==> src/rtl/spi_irq_pkg.sv <==
package spi_irq_pkg;
    localparam int REG_W = 16;

    // enable bit positions
    localparam int EN_TXEMPTY = 14;
    localparam int EN_XFRDONE = 13;
    localparam int EN_TXDONE  = 12;
    localparam int EN_RDY     = 11;
    localparam int EN_RXOVR   = 10;
    localparam int EN_TXUNDR  = 9;
    localparam int EN_CS      = 8;

    // status bit positions
    localparam int ST_RDY     = 15;
    localparam int ST_CS_A    = 14;
    localparam int ST_CS_B    = 13;
    localparam int ST_RXOVR   = 5;
    localparam int ST_TXUNDR  = 4;
    localparam int ST_TXDONE  = 3;
    localparam int ST_TXEMPTY = 2;
    localparam int ST_XFRDONE = 1;

    localparam logic [REG_W-1:0] EN_MASK = 16'h7F00;
    localparam logic [REG_W-1:0] ST_MASK = 16'hE03E;

    typedef enum logic [1:0] {
        FLOW_NONE_A  = 2'b00,
        FLOW_NONE_B  = 2'b01,
        FLOW_RDY_PIN = 2'b10,
        FLOW_MISO    = 2'b11
    } flow_mode_e;

    // spread enable bits onto the status positions they gate
    function automatic logic [REG_W-1:0] en_to_st(input logic [REG_W-1:0] en);
        logic [REG_W-1:0] m;
        m             = '0;
        m[ST_RDY]     = en[EN_RDY];
        m[ST_CS_A]    = en[EN_CS];
        m[ST_CS_B]    = en[EN_CS];
        m[ST_RXOVR]   = en[EN_RXOVR];
        m[ST_TXUNDR]  = en[EN_TXUNDR];
        m[ST_TXDONE]  = en[EN_TXDONE];
        m[ST_TXEMPTY] = en[EN_TXEMPTY];
        m[ST_XFRDONE] = en[EN_XFRDONE];
        return m;
    endfunction
endpackage

==> src/rtl/spi_irq_pin_sync.sv <==
module spi_irq_pin_sync #(
    parameter int NPINS  = 3,
    parameter int STAGES = 2
) (
    input  logic             clk,
    input  logic             rst_n,
    input  logic [NPINS-1:0] pin_in,
    output logic [NPINS-1:0] rise,
    output logic [NPINS-1:0] fall
);
    // warm-up so reset values of the chain never look like an edge
    logic [STAGES:0] warm_q;
    logic            warm_ok;

    always_ff @(posedge clk or negedge rst_n) begin
        if (!rst_n) warm_q <= '0;
        else        warm_q <= {warm_q[STAGES-1:0], 1'b1};
    end
    assign warm_ok = warm_q[STAGES];

    for (genvar g = 0; g < NPINS; g++) begin : g_pin
        logic [STAGES:0] sh_q;
        always_ff @(posedge clk or negedge rst_n) begin
            if (!rst_n) sh_q <= '0;
            else        sh_q <= {sh_q[STAGES-1:0], pin_in[g]};
        end
        assign rise[g] = warm_ok &  sh_q[STAGES-1] & ~sh_q[STAGES];
        assign fall[g] = warm_ok & ~sh_q[STAGES-1] &  sh_q[STAGES];

        // one level change yields one edge indication
        p_single_rise_r8: assert property (@(posedge clk) disable iff (!rst_n)
            rise[g] |=> !rise[g]);
        p_single_fall_r8: assert property (@(posedge clk) disable iff (!rst_n)
            fall[g] |=> !fall[g]);
    end
endmodule

==> src/rtl/spi_irq_rdy_src.sv <==
module spi_irq_rdy_src
    import spi_irq_pkg::*;
(
    input  logic       clk,
    input  logic       rst_n,
    input  logic [1:0] flow_mode,
    input  logic       rise_sel,
    input  logic       rdy_rise,
    input  logic       rdy_fall,
    input  logic       miso_rise,
    input  logic       miso_fall,
    output logic       rdy_evt
);
    flow_mode_e mode;
    assign mode = flow_mode_e'(flow_mode);

    always_comb begin
        unique case (mode)
            FLOW_RDY_PIN: rdy_evt = rise_sel ? rdy_rise  : rdy_fall;
            FLOW_MISO:    rdy_evt = rise_sel ? miso_rise : miso_fall;
            FLOW_NONE_A,
            FLOW_NONE_B:  rdy_evt = 1'b0;
            default:      rdy_evt = 1'b0;
        endcase
    end

    // no ready source in the two disabled modes
    p_no_rdy_src_r6: assert property (@(posedge clk) disable iff (!rst_n)
        !flow_mode[1] |-> !rdy_evt);
endmodule

==> src/rtl/spi_irq_status.sv <==
module spi_irq_status #(
    parameter int                 W    = 16,
    parameter logic [W-1:0]       MASK = '1
) (
    input  logic         clk,
    input  logic         rst_n,
    input  logic [W-1:0] set_vec,
    input  logic [W-1:0] clr_vec,
    output logic [W-1:0] status
);
    logic [W-1:0] st_q;

    always_ff @(posedge clk or negedge rst_n) begin
        if (!rst_n) st_q <= '0;
        else        st_q <= ((st_q & ~clr_vec) | set_vec) & MASK;
    end
    assign status = st_q;

    // a cleared bit with no competing set is gone next cycle
    p_w1c_r9: assert property (@(posedge clk) disable iff (!rst_n)
        1'b1 |=> ((st_q & $past(clr_vec) & ~$past(set_vec)) == '0));
    // set wins over clear
    p_set_wins_r9: assert property (@(posedge clk) disable iff (!rst_n)
        1'b1 |=> ((($past(set_vec) & MASK) & ~st_q) == '0));
endmodule

==> src/rtl/spi_irq_ctrl.sv <==
module spi_irq_ctrl
    import spi_irq_pkg::*;
#(
    parameter int SYNC_STAGES = 2
) (
    input  logic             clk,
    input  logic             rst_n,
    input  logic             ev_txempty,
    input  logic             ev_xfrdone,
    input  logic             ev_txdone,
    input  logic             ev_rxovr,
    input  logic             ev_txundr,
    input  logic             rdy_pin,
    input  logic             miso_pin,
    input  logic             cs_pin,
    input  logic             master_mode,
    input  logic             cont_mode,
    input  logic             rd_cmd_mode,
    input  logic [1:0]       flow_mode,
    input  logic             rdy_rise_sel,
    input  logic             reg_sel,
    input  logic             reg_wr_en,
    input  logic [REG_W-1:0] reg_wdata,
    output logic [REG_W-1:0] reg_rdata,
    output logic             irq
);
    localparam int PIN_RDY  = 0;
    localparam int PIN_MISO = 1;
    localparam int PIN_CS   = 2;
    localparam int NPINS    = 3;

    logic [REG_W-1:0] en_q, en_map, raw_set, set_vec, clr_vec, status;
    logic [NPINS-1:0] pins, p_rise, p_fall;
    logic             rdy_evt, cs_evt;

    // enable register
    always_ff @(posedge clk or negedge rst_n) begin
        if (!rst_n)                     en_q <= '0;
        else if (reg_wr_en && !reg_sel) en_q <= reg_wdata & EN_MASK;
    end
    assign en_map = en_to_st(en_q);

    // pin edges
    assign pins = {cs_pin, miso_pin, rdy_pin};

    spi_irq_pin_sync #(.NPINS(NPINS), .STAGES(SYNC_STAGES)) u_sync (
        .clk(clk), .rst_n(rst_n), .pin_in(pins), .rise(p_rise), .fall(p_fall)
    );

    spi_irq_rdy_src u_rdy (
        .clk(clk), .rst_n(rst_n), .flow_mode(flow_mode), .rise_sel(rdy_rise_sel),
        .rdy_rise(p_rise[PIN_RDY]), .rdy_fall(p_fall[PIN_RDY]),
        .miso_rise(p_rise[PIN_MISO]), .miso_fall(p_fall[PIN_MISO]),
        .rdy_evt(rdy_evt)
    );

    assign cs_evt = (p_rise[PIN_CS] | p_fall[PIN_CS]) & ~master_mode & cont_mode;

    always_comb begin
        raw_set             = '0;
        raw_set[ST_RDY]     = rdy_evt;
        raw_set[ST_CS_A]    = cs_evt;
        raw_set[ST_CS_B]    = cs_evt;
        raw_set[ST_RXOVR]   = ev_rxovr;
        raw_set[ST_TXUNDR]  = ev_txundr;
        raw_set[ST_TXDONE]  = ev_txdone & rd_cmd_mode;
        raw_set[ST_TXEMPTY] = ev_txempty;
        raw_set[ST_XFRDONE] = ev_xfrdone;
    end
    assign set_vec = raw_set & en_map;
    assign clr_vec = (reg_wr_en && reg_sel) ? reg_wdata : '0;

    spi_irq_status #(.W(REG_W), .MASK(ST_MASK)) u_stat (
        .clk(clk), .rst_n(rst_n), .set_vec(set_vec), .clr_vec(clr_vec), .status(status)
    );

    assign reg_rdata = reg_sel ? status : en_q;
    assign irq       = |(status & en_map);

    // enable write lands masked
    p_en_write_r2: assert property (@(posedge clk) disable iff (!rst_n)
        (reg_wr_en && !reg_sel) |=> (en_q == ($past(reg_wdata) & EN_MASK)));
    // new status bits only appear where enabled
    p_masked_no_set_r4: assert property (@(posedge clk) disable iff (!rst_n)
        1'b1 |=> ((status & ~$past(status) & ~$past(en_map)) == '0));
    // transmit-done flag only from read-command mode
    p_txdone_mode_r5: assert property (@(posedge clk) disable iff (!rst_n)
        $rose(status[ST_TXDONE]) |-> $past(rd_cmd_mode));
    // chip-select flags only as continuous slave
    p_cs_slave_r7: assert property (@(posedge clk) disable iff (!rst_n)
        $rose(status[ST_CS_A]) |-> ($past(cont_mode) && !$past(master_mode)));
    // interrupt needs a pending flag
    p_irq_pending_r10: assert property (@(posedge clk) disable iff (!rst_n)
        irq |-> (status != '0));
endmodule

==> config.mk <==
export PLATFORM = sky130hd
export DESIGN_NAME = spi_irq_ctrl
export DESIGN_NICKNAME = d
export VERILOG_FILES = /design/src/rtl/spi_irq_pkg.sv /design/src/rtl/spi_irq_pin_sync.sv /design/src/rtl/spi_irq_rdy_src.sv /design/src/rtl/spi_irq_status.sv /design/src/rtl/spi_irq_ctrl.sv
export SDC_FILE = /design/constraint.sdc
export NUM_CORES = 1
export LEC_CHECK = 0
export BUFFER_PORTS_ARGS = -buffer_cell sky130_fd_sc_hd__buf_2
export CORE_ASPECT_RATIO = 1.5
export CORE_UTILIZATION = 48
export DETAILED_ROUTE_END_ITERATION = 10
export GPL_TIMING_DRIVEN = 0
export PLACE_DENSITY = 0.78
export SETUP_SLACK_MARGIN = 0.15
export SKIP_CTS_REPAIR_TIMING = 1
export SLEW_MARGIN = 25
export SYNTH_ARGS = -nofsm -noshare
export SYNTH_HDL_FRONTEND = slang
export SYNTH_HIERARCHICAL = 1
export SYNTH_SLANG_ARGS = --single-unit
==> constraint.sdc <==
create_clock -name clk -period 1.9 [get_ports clk]
set_input_delay 0.38 -clock clk [delete_from_list [all_inputs] [get_ports clk]]
set_output_delay 0.38 -clock clk [all_outputs]
set_load 0.005 [all_outputs]
==> out/qor.log, run 1 <==
INFO  outcome        status=completed
INFO  sta            finalWorstPathRequiredPeriod=1770ps
INFO  critical_path  critical_path.endpoint=irq
INFO  sta            achievable-frequency=0.566GHz
INFO  pwr            vdd_ir_drop_max=0.000528V
INFO  final_layout   area.sequential=676um2
INFO  pwr            power_density=778nW/um2
INFO  yosys          post_synth.cell_area_avg=11.9um2
INFO  drt            detail_route.wl_per_cell=12.6um
INFO  placement      place_hpwl=1970um
INFO  final_layout   final_net_count=205
INFO  clock_network  worstSkewPairLatency=280ps
INFO  drt            drt.antenna.violating_nets=0
INFO  global_routing globalRouteOverflowTotal=0
INFO  drt            remaining_drc_errors=0
INFO  critical_path  worst-setup-path-type=flop to output pin
INFO  die            floorplan.die.height=66.4um
INFO  critical_path  path_max_fanout=3
INFO  die            die_outline_width=45.0um
INFO  clock_network  clk_pin_slew=100ps
INFO  sta            setup_violations=0
INFO  drt            detail_route.vias_per_cell=4.66
INFO  placement      port-buffer-count=44
INFO  clock_network  cts_root_buffer=sky130_fd_sc_hd__clkbuf_8
INFO  drt            drtPass1Iterations=5
INFO  sta            worstMarginPinSlew=580ps
INFO  job            timing.max_cap.violations=0
INFO  critical_path  r2r-end=u_stat/status[15]
INFO  placement      dp_worst_setup_slack=271ps
INFO  critical_path  cp_data_required_time=1520ps
INFO  sta            final-hold-violation-count=0
INFO  final_layout   antenna_cells_inserted=0
INFO  critical_path  r2r_start=u_sync/warm_q[2]
INFO  critical_path  setup.reg_to_reg.worst_slack=260ps
INFO  yosys          syn_inst=112
INFO  die            die_area=2990um2
INFO  sta            grt_setup_unrepaired=yes
INFO  sta            final.setup.tns=0ps
INFO  drt            via_count=964
INFO  final_layout   drive_gt1_share=45.9%
INFO  final_layout   nFillCells=247
INFO  die            rows=23
INFO  die            design.core.area=2650um2
INFO  sta            fin_crit_sh=93.0%
INFO  sta            slew_headroom=61.4%
INFO  clock_network  clock-sinks=27
INFO  sta            final_max_slew_viol_count=0
INFO  final_layout   multiInputGateArea=566um2
INFO  final_layout   area.growth.synth_to_final=28.0%
INFO  placement      place_congestion=0.792
INFO  critical_path  arrival_time_worst_endpoint=1390ps
INFO  yosys          synth.cell_area=1330um2
INFO  clock_network  cts_tree=yes
INFO  sta            clock-skew-final=4.06ps
INFO  sta            setup_ws=133ps
INFO  critical_path  start_kind=flop
INFO  global_routing overall_global_routing_usage=18.1%
INFO  global_routing grt_antenna_before_repair=0
INFO  final_layout   final_util=64.2%
INFO  clock_network  clock_tree.buffer_depth=2
INFO  clock_network  cts_made_buffers=3
INFO  global_routing grt_max_degree=28
INFO  pwr            power_leakage=0.929nW
INFO  critical_path  endpoint_kind=output pin
INFO  die            start_util=50.2%
INFO  die            design.portCount=51
INFO  critical_path  rr_worst_depth=5
INFO  global_routing via_count_of_the_first_global_routing_pass=903
INFO  clock_network  cts_htree_levels=1
INFO  critical_path  cp_launch_point=u_stat/status[3]
INFO  min_path       worstHoldPathType=primary input to async pin
INFO  yosys          synth_warnings=6
INFO  global_routing grt_pass1_wl=3820um
INFO  drt            drt_wl_total=2610um
INFO  drt            first_iter_violations=8
==> metal layers <==
layer | global-route usage [%] | wire length (um) | vias up
li1 | - | - | 472
met1 | 20.7 | 1060 | 461
met2 | 31.2 | 1400 | 26
met3 | 2.46 | 90 | 5
met4 | 10.2 | 55 | 0
met5 | 0 | 0 | -
==> how the worst min path moves through the flow <==
stage / from / to / slack [ps] / cells after the start
2_1_floorplan: rst_n / en_q[10] / 80 / 0
3_3_place_gp: u_sync/g_pin[1].sh_q[0] / u_sync/g_pin[1].sh_q[1] / 330 / 0
3_5_place_dp: u_sync/g_pin[1].sh_q[0] / u_sync/g_pin[1].sh_q[1] / 340 / 0
4_1_cts: rst_n / u_sync/warm_q[0] / 100 / 1
5_1_grt: rst_n / u_sync/g_pin[0].sh_q[0] / 110 / 1
6_report: rst_n / u_sync/warm_q[1] / 80 / 1
==> cell type report <==
class | count | area share [%]
tap | 37 | 2.72
inverter | 8 | 1.77
buffer | 13 | 5.30
multi-input combinational | 71 | 33.3
clock inverter | 1 | 0.515
timing repair buffer | 47 | 14.3
sequential | 27 | 39.7
clock buffer | 3 | 2.43
==> layout by cell type (no fill, tap or decap), drive strengths merged <==
cell type,n
conb,9
nor2b,1
mux2,14
o21ai,1
and3,9
a22o,1
clkbuf,6
mux4,1
nor2,1
nand3,1
nor3,1
and2,15
a221oi,1
inv,9
a21o,8
nand2,1
a22oi,1
buf,57
dfrtp,27
and3b,6
==> flip-flops by register name (all words and copies together) (netlist names) <==
| name | flops |
|---|---|
| u_sync/g_pin.sh_q | 9 |
| en_q | 7 |
| u_sync/warm_q | 3 |
| u_stat/status | 8 |
==> power breakdown <==
part           switching (mW)  leakage [nW]  internal, mW
logic                   0.105         0.588         0.180
registers              0.0521         0.315         0.640
clock network           0.191        0.0261         0.154
total                   0.348         0.929         0.975
==> through the flow <==
stage / cell area (um2) / std cells / hold WS, ps / total power [mW]
2_1_floorplan: 1360 / 119 / 84.4 / 0.852
3_3_place_gp: 1620 / 200 / 333 / 0.956
3_5_place_dp: 1620 / 200 / 336 / 0.970
4_1_cts: 1670 / 204 / 96.1 / 1.32
5_1_grt: 1700 / 207 / 111 / 1.39
6_report: 1700 / 207 / 82.1 / 1.32
==> worst max-delay path, stage by stage, from the launching register on <==
cell                       delay [ps]
sky130_fd_sc_hd__dfrtp_1          410
sky130_fd_sc_hd__a22o_1           250
sky130_fd_sc_hd__a221oi_2         200
sky130_fd_sc_hd__nand3_1          110
sky130_fd_sc_hd__buf_2            140
Note: power is estimated with default switching activity, not from simulation.
==> inputs of run 2 (changes only) <==
--- a/config.mk
+++ b/config.mk
@@ -7,10 +7,10 @@
 export LEC_CHECK = 0
 export BUFFER_PORTS_ARGS = -buffer_cell sky130_fd_sc_hd__buf_2
 export CORE_ASPECT_RATIO = 1.5
-export CORE_UTILIZATION = 48
+export CORE_UTILIZATION = 44
 export DETAILED_ROUTE_END_ITERATION = 10
 export GPL_TIMING_DRIVEN = 0
-export PLACE_DENSITY = 0.78
+export PLACE_DENSITY = 0.75
 export SETUP_SLACK_MARGIN = 0.15
 export SKIP_CTS_REPAIR_TIMING = 1
 export SLEW_MARGIN = 25
==> constraint.sdc (replaced) <==
create_clock -name clk -period 1.5 [get_ports clk]
set_input_delay 0.3 -clock clk [delete_from_list [all_inputs] [get_ports clk]]
set_output_delay 0.3 -clock clk [all_outputs]
set_load 0.005 [all_outputs]
==> run 2 against run 1 <==
Against the previous run:
- the flow now finishes with violations (setup timing)
- die area grew 8.7%
- worst setup slack got worse by 290 ps
- cell area increased by 3.4%
- sequential cell count did not move
- highest routed layer unchanged
==> out/qor.log, run 2 (synthesis results as in run 1) <==
INFO  outcome        status=complete, but fails checks
INFO  outcome        failed_checks=setup timing
INFO  pwr            power_leakage=0.958nW
INFO  pwr            p_sw_share=25.4%
INFO  placement      port-buffer-count=44
INFO  die            die_area=3250um2
INFO  drt            drtPass1Iterations=4
INFO  die            floorplan.die.height=69.3um
INFO  sta            achievable-frequency=0.605GHz
INFO  clock_network  cts_tree=yes
INFO  pwr            power_density=960nW/um2
INFO  pwr            vdd_ir_drop_max=0.00104V
INFO  final_layout   postLayoutCellArea=1760um2
INFO  drt            remaining_drc_errors=0
INFO  die            die_outline_width=46.9um
INFO  placement      place_hpwl=1940um
INFO  pwr            design_power_total=1.69mW
INFO  job            timing.max_cap.violations=0
INFO  sta            final_max_slew_viol_count=0
INFO  sta            worstMarginPinSlew=584ps
INFO  final_layout   multiInputGateArea=577um2
INFO  critical_path  r2r-end=u_stat/status[15]
INFO  sta            slew_headroom=61.1%
INFO  critical_path  endpoint_kind=output pin
INFO  final_layout   area.sequential=676um2
INFO  clock_network  clock-sinks=27
INFO  placement      dpl-instance-area=1620um2
INFO  global_routing grt_max_degree=28
INFO  clock_network  clock_tree.buffer_depth=2
INFO  final_layout   final_common_cell=sky130_fd_sc_hd__buf_2
INFO  critical_path  worst-setup-path-type=flop to output pin
INFO  die            rows=24
INFO  final_layout   reg_with_most_ffs=u_sync/g_pin.sh_q
INFO  final_layout   final_net_count=207
INFO  global_routing via_count_of_the_first_global_routing_pass=929
INFO  die            start_util=46.1%
INFO  sta            setup_ws=-153ps
INFO  final_layout   post_layout_nonfiller_instances=211
INFO  clock_network  cts_made_buffers=3
INFO  critical_path  path_max_fanout=3
INFO  critical_path  r2r_start=u_sync/warm_q[2]
INFO  final_layout   area.growth.synth_to_final=32.3%
INFO  pwr            comb_power_share=23.7%
INFO  sta            grt_setup_unrepaired=yes
INFO  drt            via_count=996
INFO  clock_network  cts_root_buffer=sky130_fd_sc_hd__clkbuf_8
INFO  clock_network  clk_pin_slew=100ps
INFO  drt            detail_route.vias_per_cell=4.72
INFO  sta            timing.hold.ws=22.4ps
INFO  critical_path  setup.reg_to_reg.worst_slack=-100ps
INFO  global_routing grt_pass1_wl=3940um
INFO  drt            drt_wl_total=2590um
INFO  critical_path  rr_worst_depth=5
INFO  drt            first_iter_violations=13
INFO  critical_path  arrival_time_worst_endpoint=1350ps
INFO  sta            clock-skew-final=4.36ps
INFO  global_routing grt_antenna_before_repair=0
INFO  pwr            power_internal=1.26mW
INFO  sta            final-hold-violation-count=0
INFO  drt            detail_route.wl_per_cell=12.3um
INFO  pwr            seqPwrFrac=52.0%
INFO  die            design.portCount=51
INFO  placement      dp_worst_setup_slack=-102ps
INFO  critical_path  cp_data_required_time=1200ps
INFO  final_layout   number_of_flip_flops_in_the_largest_register=9
INFO  final_layout   drive_gt1_share=47.1%
INFO  sta            setup_violations=2
INFO  pwr            power_frac_clock=24.3%
INFO  critical_path  start_kind=flop
INFO  pwr            net-switching-power=0.428mW
INFO  die            design.core.area=2880um2
INFO  final_layout   layout.cells.most_common_list=sky130_fd_sc_hd__buf_2, sky130_fd_sc_hd__dfrtp_1, sky130_fd_sc_hd__and2_1
INFO  final_layout   nFillCells=261
INFO  sta            finalWorstPathRequiredPeriod=1650ps
INFO  clock_network  cts_htree_levels=1
INFO  drt            drt.antenna.violating_nets=0
INFO  min_path       worstHoldPathType=primary input to async pin
INFO  global_routing globalRouteOverflowTotal=0
INFO  placement      placed_cells=202
INFO  placement      place_congestion=0.746
INFO  global_routing overall_global_routing_usage=16.2%
INFO  clock_network  worstSkewPairLatency=260ps
INFO  final_layout   antenna_cells_inserted=0
INFO  sta            fin_crit_sh=110%
run 2: cell types whose count changed in the layout (fill, tap and decap cells not counted):
cell                         previous run  this run
sky130_fd_sc_hd__mux2_2                 7         4
sky130_fd_sc_hd__clkbuf_1               3         2
sky130_fd_sc_hd__clkbuf_4               0         1
sky130_fd_sc_hd__clkinvlp_4             0         1
sky130_fd_sc_hd__clkbuf_2               0         1
sky130_fd_sc_hd__inv_6                  1         0
sky130_fd_sc_hd__buf_6                  1         6
sky130_fd_sc_hd__mux2_4                 7        10
sky130_fd_sc_hd__buf_2                 44        40
run 2: worst max-delay path by stage:
stage	startpoint	end	slack [ps]
final	en_q[12]	irq	-150
after global routing	en_q[12]	irq	-280
after CTS	u_stat/status[3]	irq	-280
after detailed placement	u_sync/warm_q[2]	u_stat/status[15]	-100
after global placement	u_sync/warm_q[2]	u_stat/status[15]	-40
after floorplan	u_sync/warm_q[2]	u_stat/status[15]	0.2
run 2: stage by stage:
| stage | setup TNS, ps | utilization [%] |
|---|---|---|
| final | -251 | 61.0 |
| after floorplan | 0 | - |
| after global routing | -458 | 61.0 |
| after detailed placement | -102 | 56.3 |
| after CTS | -397 | 58.0 |
| after global placement | -40.3 | 56.3 |
run 2: final cells by class:
| cell class | count | share of cell area (%) |
|---|---|---|
| clock buffer | 3 | 2.35 |
| sequential | 27 | 38.4 |
| multi-input combinational | 71 | 32.8 |
| timing repair buffer | 49 | 16.1 |
| clock inverter | 1 | 0.427 |
| buffer | 13 | 5.41 |
| inverter | 8 | 1.71 |
| tap | 39 | 2.78 |
run 2: power by group through the flow:
stage          clock network [mW]  logic [mW]  registers (mW)
2_1_floorplan                   0       0.211           0.868
3_3_place_gp                    0       0.329           0.885
3_5_place_dp                    0       0.336           0.891
4_1_cts                     0.420       0.338           0.876
5_1_grt                     0.444       0.440           0.889
6_report                    0.410       0.401           0.877
run 2: routing by layer:
metal | global-route usage [%] | wire [um] | up-vias
met5 | 0 | 0 | -
met4 | 4.13 | 36 | 0
met3 | 1.82 | 79 | 4
met2 | 29.5 | 1390 | 29
met1 | 18.9 | 1080 | 485
li1 | - | - | 478
run 2: worst max-delay path, stage by stage, from the launching register on:
cell	delay, ps
sky130_fd_sc_hd__dfrtp_1	400
sky130_fd_sc_hd__a22o_1	250
sky130_fd_sc_hd__a221oi_2	200
sky130_fd_sc_hd__nand3_1	100
sky130_fd_sc_hd__buf_2	130
==> inputs of run 3 (changes only) <==
--- a/config.mk
+++ b/config.mk
@@ -5,12 +5,11 @@
 export SDC_FILE = /design/constraint.sdc
 export NUM_CORES = 1
 export LEC_CHECK = 0
-export BUFFER_PORTS_ARGS = -buffer_cell sky130_fd_sc_hd__buf_2
+export BUFFER_PORTS_ARGS = -buffer_cell sky130_fd_sc_hd__buf_4
 export CORE_ASPECT_RATIO = 1.5
-export CORE_UTILIZATION = 44
+export CORE_UTILIZATION = 35
 export DETAILED_ROUTE_END_ITERATION = 10
 export GPL_TIMING_DRIVEN = 0
-export PLACE_DENSITY = 0.75
 export SETUP_SLACK_MARGIN = 0.15
 export SKIP_CTS_REPAIR_TIMING = 1
 export SLEW_MARGIN = 25
==> run 3 against run 2 <==
Against the previous run:
- the flow still finishes with violations (setup timing)
- hold slack better by 110 ps
- first-iteration DRC count rose by 54%
- sequential power barely moved
- clock skew decreased by 0.91 ps
- register-to-register slack improved by 30 ps
- non-clock buffer count shrank 1
- cell area increased by 6.6%
- sequential cell count unchanged
- utilization shrank 9.6 points
- clock power grew 3%
- critical endpoint unchanged
- largest power group unchanged
==> out/qor.log, run 3 (synthesis results as in run 1) <==
INFO  placement      dpl-instance-area=1740um2
INFO  placement      place_congestion=0.798
INFO  pwr            seqPwrFrac=50.5%
INFO  die            rows=27
INFO  final_layout   reg_with_most_ffs=u_sync/g_pin.sh_q
INFO  drt            drt_wl_total=2650um
INFO  global_routing via_count_of_the_first_global_routing_pass=990
INFO  final_layout   multiInputGateArea=589um2
INFO  critical_path  stage_delay_of_the_slowest_cell_on_the_critical_path=410ps
INFO  drt            first_iter_violations=20
INFO  clock_network  clock_tree.buffer_depth=2
INFO  final_layout   final_common_cell=sky130_fd_sc_hd__buf_4
INFO  critical_path  critical_path.cell_chain=a22o_1, a221oi_2, nand3_1, buf_4
INFO  pwr            power_leakage=0.998nW
INFO  die            floorplan.die.height=77.5um
INFO  final_layout   area.sequential=676um2
INFO  drt            detail_route.wl_per_cell=12.4um
INFO  sta            setup_ws=-207ps
INFO  sta            final-hold-violation-count=0
INFO  outcome        status=complete, but fails checks
INFO  drt            detail_route.vias_per_cell=4.48
INFO  sta            clock-skew-final=3.45ps
INFO  final_layout   final_net_count=206
INFO  drt            drt.antenna.violating_nets=0
INFO  clock_network  clock-sinks=27
INFO  min_path       worstHoldPathType=primary input to flop
INFO  sta            setup_violations=2
INFO  final_layout   final_util=51.4%
INFO  clock_network  clk_pin_slew=100ps
INFO  pwr            vdd_ir_drop_max=0.000785V
INFO  global_routing grt_pass1_wl=4230um
INFO  die            die_area=4050um2
INFO  clock_network  cts_htree_levels=1
INFO  critical_path  r2r-end=u_stat/status[15]
INFO  critical_path  arrival_time_worst_endpoint=1410ps
INFO  final_layout   antenna_cells_inserted=0
INFO  sta            finalWorstPathRequiredPeriod=1710ps
INFO  clock_network  cts_tree=yes
INFO  placement      port-buffer-count=44
INFO  critical_path  cp_slowest_cell=sky130_fd_sc_hd__dfrtp_1
INFO  pwr            power_density=929nW/um2
INFO  clock_network  cts_made_buffers=3
INFO  clock_network  cts_root_buffer=sky130_fd_sc_hd__clkbuf_8
INFO  final_layout   number_of_flip_flops_in_the_largest_register=9
INFO  sta            timing.hold.ws=129ps
INFO  drt            remaining_drc_errors=0
INFO  die            design.core.area=3650um2
INFO  critical_path  cp_data_required_time=1200ps
INFO  global_routing globalRouteOverflowTotal=0
INFO  critical_path  start_kind=flop
INFO  final_layout   layout.cells.most_common_list=sky130_fd_sc_hd__buf_4, sky130_fd_sc_hd__dfrtp_1, sky130_fd_sc_hd__and2_1
INFO  drt            via_count=958
INFO  critical_path  endpoint_kind=output pin
INFO  global_routing grt_antenna_before_repair=0
INFO  final_layout   nFillCells=353
INFO  pwr            power_internal=1.30mW
INFO  pwr            net-switching-power=0.438mW
INFO  min_path       worstHoldStart=rdy_pin
INFO  sta            achievable-frequency=0.586GHz
INFO  sta            final_max_slew_viol_count=0
INFO  final_layout   postLayoutCellArea=1870um2
INFO  die            die_outline_width=52.3um
INFO  critical_path  rr_worst_depth=5
INFO  sta            fin_crit_sh=114%
INFO  global_routing grt_max_degree=28
INFO  final_layout   drive_gt1_share=47.4%
INFO  pwr            p_sw_share=25.2%
INFO  critical_path  setup.reg_to_reg.worst_slack=-70ps
INFO  pwr            power_frac_clock=24.2%
INFO  min_path       worstHoldEndpoint=u_sync/g_pin[0].sh_q[0]
INFO  clock_network  worstSkewPairLatency=270ps
INFO  outcome        failed_checks=setup timing
INFO  global_routing overall_global_routing_usage=13.7%
INFO  min_path       worstHoldPathCells=1
INFO  pwr            comb_power_share=25.4%
INFO  critical_path  r2r_start=u_sync/warm_q[2]
INFO  drt            drtPass1Iterations=3
INFO  job            timing.max_cap.violations=0
INFO  die            start_util=36.4%
INFO  sta            grt_setup_unrepaired=yes
INFO  critical_path  worst-setup-path-type=flop to output pin
INFO  final_layout   area.growth.synth_to_final=41.1%
INFO  placement      place_hpwl=2020um
INFO  die            design.portCount=51
INFO  critical_path  path_max_fanout=3
==> run 3: routing by layer <==
layer,up-vias,wire [um],track usage (%)
met3,2,136,2.55
met5,-,0,0
met2,26,1450,25.6
met4,0,19,4.21
li1,474,-,-
met1,456,1050,14.6
==> run 3: worst max-delay path: cells and delay by family, from the launching register on <==
kind                   cells  cell delay [ps]
flip-flops                 1              410
buffers and inverters      1              150
AND/OR/NAND/NOR            1              120
AO/OA/AOI/OAI              2              470
==> run 3: cell type report <==
type,count,area share [%]
Buffer,13,5.07
Clock buffer,3,2.20
Clock inverter,1,0.401
Inverter,8,1.60
Multi-Input combinational cell,71,31.4
Sequential cell,27,36.0
Tap cell,43,2.87
Timing Repair Buffer,48,20.4
==> run 3: metrics by stage <==
stage          power [mW]  TNS [ps]  setup slack, ps  std cells
2_1_floorplan        1.08         0            0.243        119
3_3_place_gp         1.27     -61.2            -48.6        206
3_5_place_dp         1.28      -100            -70.8        206
4_1_cts              1.71      -430             -344        210
5_1_grt              1.84      -429             -294        214
6_report             1.74      -273             -207        214
==> run 3: power by group through the flow <==
stage | registers, mW | clock network, mW | logic (mW)
finish | 0.879 | 0.421 | 0.441
global route | 0.892 | 0.465 | 0.481
CTS | 0.878 | 0.440 | 0.390
detailed placement | 0.893 | 0 | 0.389
global placement | 0.887 | 0 | 0.386
floorplan | 0.868 | 0 | 0.211
==> run 3: how the worst max path moves through the flow <==
stage / startpoint / depth (start not counted) / slack [ps] / end
final: en_q[12] / 4 / -210 / irq
after global routing: en_q[12] / 4 / -290 / irq
after CTS: en_q[12] / 4 / -340 / irq
after detailed placement: u_sync/warm_q[2] / 5 / -70 / u_stat/status[15]
after global placement: u_sync/warm_q[2] / 5 / -50 / u_stat/status[15]
after floorplan: u_sync/warm_q[2] / 5 / 0.2 / u_stat/status[15]
